**src/rtl/keyed_wprot.sv**
```systemverilog
module keyed_wprot #(
  parameter int AW = 8,
  parameter int DW = 8,
  parameter int W0_MAX = 99,
  parameter logic [DW-1:0] LOCK_A = 8'h56,
  parameter logic [DW-1:0] LOCK_B = 8'h25,
  parameter logic [DW-1:0] OPEN_A = 8'h67,
  parameter logic [DW-1:0] OPEN_B = 8'h36
) (
  input  logic          clk_i,
  input  logic          rst_n_i,
  input  logic          wp_i,
  input  logic          wr_en_i,
  input  logic [AW-1:0] wr_addr_i,
  input  logic [DW-1:0] wr_data_i,
  output logic          commit_o,
  output logic          locked_o,
  output logic [DW-2:0] wiper0_o,
  output logic [DW-1:0] wiper1_o
);
  localparam logic [AW-1:0] MID_LO = AW'(1 << (AW - 1));
  localparam logic [AW-1:0] TOP_LO = {AW{1'b1}} - AW'(7);
  localparam logic [AW-1:0] SET1_A = TOP_LO;
  localparam logic [AW-1:0] SET0_A = TOP_LO + AW'(1);
  localparam logic [AW-1:0] CFG_A  = TOP_LO + AW'(2);
  localparam logic [AW-1:0] KEYA_A = TOP_LO + AW'(3);
  localparam logic [AW-1:0] KEYB_A = TOP_LO + AW'(4);

  logic [2:0]    cfg_q;
  logic          lock_q;
  logic [DW-1:0] key_a_q, key_b_q, w1_q;
  logic [DW-2:0] w0_q;

  wire in_low = wr_addr_i < MID_LO;
  wire in_top = wr_addr_i >= TOP_LO;
  wire in_mid = !in_low && !in_top;
  wire guarded = lock_q && ((in_low && cfg_q[0]) || (in_mid && cfg_q[1]) || (in_top && cfg_q[2]));
  wire take = wr_en_i && !wp_i && !guarded;

  wire [DW-1:0] key_a_n = (take && wr_addr_i == KEYA_A) ? wr_data_i : key_a_q;
  wire [DW-1:0] key_b_n = (take && wr_addr_i == KEYB_A) ? wr_data_i : key_b_q;
  wire          key_wr  = take && (wr_addr_i == KEYA_A || wr_addr_i == KEYB_A);
  wire [DW-2:0] w0_raw  = wr_data_i[DW-2:0];
  wire [DW-2:0] w0_clip = (w0_raw > (DW-1)'(W0_MAX)) ? (DW-1)'(W0_MAX) : w0_raw;

  assign commit_o = take && (wr_addr_i <= SET0_A);
  assign locked_o = lock_q;
  assign wiper0_o = w0_q;
  assign wiper1_o = w1_q;

  always_ff @(posedge clk_i) begin
    if (!rst_n_i) begin
      cfg_q   <= '0;
      lock_q  <= 1'b0;
      key_a_q <= '0;
      key_b_q <= '0;
      w0_q    <= '0;
      w1_q    <= '0;
    end else begin
      key_a_q <= key_a_n;
      key_b_q <= key_b_n;
      if (take && wr_addr_i == CFG_A)  cfg_q <= wr_data_i[2:0];
      if (take && wr_addr_i == SET1_A) w1_q  <= wr_data_i;
      if (take && wr_addr_i == SET0_A) w0_q  <= w0_clip;
      if (key_wr) begin
        if (key_a_n == LOCK_A && key_b_n == LOCK_B)      lock_q <= 1'b1;
        else if (key_a_n == OPEN_A && key_b_n == OPEN_B) lock_q <= 1'b0;
      end
    end
  end


  wp_freeze_chk: assert property (@(posedge clk_i) disable iff (!rst_n_i)
    wp_i |=> $stable(locked_o) && $stable(wiper0_o) && $stable(wiper1_o));

  wp_nocommit_chk: assert property (@(posedge clk_i) disable iff (!rst_n_i)
    wp_i |-> !commit_o);

  reserved_quiet_chk: assert property (@(posedge clk_i) disable iff (!rst_n_i)
    (wr_addr_i > KEYB_A) |-> !commit_o ##1 ($stable(locked_o) && $stable(wiper0_o) && $stable(wiper1_o)));

  wiper0_range_chk: assert property (@(posedge clk_i) disable iff (!rst_n_i)
    wiper0_o <= (DW-1)'(W0_MAX));

  lock_source_chk: assert property (@(posedge clk_i) disable iff (!rst_n_i)
    $rose(locked_o) |-> $past(wr_en_i && !wp_i));

  low_guard_chk: assert property (@(posedge clk_i) disable iff (!rst_n_i)
    (locked_o && cfg_q[0] && wr_addr_i < MID_LO) |-> !commit_o);
endmodule

```
**config.mk**
```make
export PLATFORM = sky130hd
export DESIGN_NAME = keyed_wprot
export DESIGN_NICKNAME = d
export VERILOG_FILES = /design/src/rtl/keyed_wprot.sv
export SDC_FILE = /design/constraint.sdc
export NUM_CORES = 1
export LEC_CHECK = 0
export CORE_MARGIN = 2
export CORE_UTILIZATION = 55
export DETAILED_ROUTE_END_ITERATION = 16
export DONT_BUFFER_PORTS = 1
export GPL_TIMING_DRIVEN = 0
export PLACE_DENSITY = 0.7
export SLEW_MARGIN = 20
export SYNTH_ARGS = -nofsm -noshare
export SYNTH_HDL_FRONTEND = slang
export SYNTH_SLANG_ARGS = --single-unit
```
**constraint.sdc**
```tcl
create_clock -name clk_i -period 2.65 [get_ports clk_i]
set_clock_uncertainty 0.2 [all_clocks]
set_input_delay 0.53 -clock clk_i [delete_from_list [all_inputs] [get_ports clk_i]]
set_output_delay 0.53 -clock clk_i [all_outputs]
set_load 0.01 [all_outputs]
```
==> results.toml <==
[finish]
nets = 222
diodes = 0
finish.utilization_pct = 60.1
area_growth_pct = 6.84
drive_gt1_share_pct = 14.8
nFillCells = 314
final_common_cell = "dfxtp_1"
most-common-layout-cells = "dfxtp_1 (35), mux2i_1 (23), nor2b_1 (23), nand2_1 (21), nor2_1 (9)"

[drt]
detail_route.wirelength_mm = 4.10
dr.pass1.iters = 4
num_vias = 1426
drc = 0
vias_per_cell = 5.73
ant_nets = 0
drtIter0Drc = 76
wl_per_cell_um = 16.5

[clock_network]
cts_setup_buffers = 0
cts_sinks = 35
h-tree-depth = 2
insertion_delay_ns = 0.35
hold_buffers = 0
cts_buffer_depth = 2
tritoncts = "built"
clock-root-buffer = "clkbuf_4"
cts_buffers = 5
path_clk_slew_ns = 0.12
ctsResizeCount = 0

[floorplanning]
start_util_pct = 56.3
rows = 21
core_um2 = 3280
die_w_um = 62.0
die-area_um2 = 3840
io_pins = 37
die_h_um = 62.0

[sta]
finalHoldViolCount = 0
rsz0062_at_grt = "false"
setup_viol = 0
fin_crit_ns = 2.36
drv_slew = 0
timing.fmax_mhz = 424
tightest_slew_ns = 0.457
tns_ns = 0
maxSlewHeadroom_pct = 68.7
min_period_over_period_pct = 89.1

[power_and_ir_drop]
seqPwrFrac_pct = 57.4
switchingPower_uw = 211
clkPwrFrac_pct = 36.9
power_density_nw_per_um2 = 464
swShare_pct = 23.1
ir_worst_vdd_uv = 260
power.internal_uw = 705
p_leak_nw = 0.786
pwr-share-comb_pct = 5.7

[worst_setup_path]
crit_buf_inv = 0
r2r_end = "locked_o"
worstPathMaxFanout = 5
r2r_start = "cfg_q[2]"
slowest_stage = "dfxtp_1"
worst_ep_arrival_time_ns = 1.63
rrSetupSlack_ns = 0.68
path_class = "reg2out"
endpoint_kind = "primary output"
crit_path_frequent_cell = "o21a_1"
required_ns = 1.92
crit_chain = "nand2b_2 > mux2i_2 > o21a_1 > o21a_1"
cpPeakStageDelay_ns = 0.36
reg2reg_depth = 6
path_delay_family = "compound AO/OA/AOI/OAI gates"
start_kind = "flop"
setup.worst_path.start = "cfg_q[2]"
cp.depth = 4

[synth]
ys_ff_latch = 35
synth.distinct_cells = 45
yosysSeqAreaShare_pct = 37.9
synth_edf_count = 0
avgSynthCellArea_um2 = 9.48
netlist_instances = 195
synth_nets = 215
synthFlopType = "dfxtp_1"
yosysWarnings = 0
netlist_area_um2 = 1850
async_flop_share_pct = 0

[global_routing]
grt_max_degree = 11
gr-total-overflow = 0
track_usage_pct = 23.4
antenna_found_initial = 0
grt_pass1_vias = 1368
grt_first_pass_wirelength_mm = 6.35

[worst_hold_path]
hold_end = "key_b_q[7]"
hold_path.class = "in2reg"
hold_depth = 2
hold_path.startpoint = "wr_data_i[7]"

[run_status]
status = "finished clean"

[placement]
hpwl_mm = 2.98
gp_congestion = 0.796
portBuffers = 0

[flow_run]
cap_violations = 0
==> flip-flops by register name (all words and copies together) (netlist names) <==
register / count
key_a_q: 8
cfg_q: 3
wiper1_o: 8
locked_o: 1
key_b_q: 8
wiper0_o: 7
==> kinds of logic (layout without fill, tap and decap cells) <==
logic type,after synthesis,count (layout),share of synthesized area (%)
buffers and inverters,13,21,4.13
AO/OA/AOI/OAI,31,31,14.6
multiplexers,24,24,13.2
AND/OR/NAND/NOR,92,92,30.1
flip-flops,35,35,37.9
==> metrics by stage <==
step	power (mW)	area, um2	hold WS (ns)	worst slack, ns	std cells
after global routing	0.948	1970	0.0863	0.195	249
after CTS	0.923	1970	0.0981	0.296	249
after detailed placement	0.590	1910	0.249	0.349	241
after floorplan	0.580	1850	0.231	0.462	195
final	0.916	1970	0.103	0.289	249
after global placement	0.589	1910	0.240	0.382	241
==> cell usage after synthesis (all sizes together), types with 2 or more instances <==
cell type	n	area [um2]
a21boi	11	90.1
a21oi	2	10.0
and2b	2	16.3
and4	2	17.5
buf	7	53.8
clkbuf	5	18.8
dfxtp	35	701
mux2i	24	244
nand2	21	78.8
nand2b	7	46.3
nand3	6	35.0
nand3b	5	37.5
nand4	3	31.3
nor2	9	33.8
nor2b	23	144
nor3	4	20.0
nor3b	4	45.1
nor4bb	2	20.0
o2111ai	2	17.5
o211a	2	20.0
o211ai	3	32.5
o21a	3	23.8
o22ai	2	12.5
o31ai	2	20.0
==> power by group through the flow <==
stage	logic, mW	registers, mW	clock network (mW)
2_1_floorplan	0.0416	0.538	0
3_3_place_gp	0.0507	0.538	0
3_5_place_dp	0.0517	0.538	0
4_1_cts	0.0519	0.526	0.345
5_1_grt	0.0558	0.527	0.366
6_report	0.0518	0.526	0.338
==> routing by layer <==
layer	GRT usage (%)	share of wire, %	routed length, um
met1	28.4	44	1810
met2	38.8	49	2010
met3	7.66	5.6	231
met4	8.21	1.3	53
met5	0	0	0
==> cell type report <==
| class | count | area (um2) | share of cell area [%] |
|---|---|---|---|
| sequential | 35 | 701 | 35.5 |
| buffer | 12 | 72.6 | 3.68 |
| tap | 46 | 57.6 | 2.92 |
| multi-input combinational | 147 | 1070 | 54.2 |
| clock buffer | 8 | 68.8 | 3.49 |
| inverter | 1 | 3.75 | 0.190 |
==> how the worst max path moves through the flow <==
stage,endpoint,slack [ns]
after floorplan,commit_o,0.46
final,commit_o,0.29
after global routing,commit_o,0.19
after detailed placement,commit_o,0.35
after CTS,commit_o,0.30
after global placement,commit_o,0.38
Power figures use the tool's default switching activity.
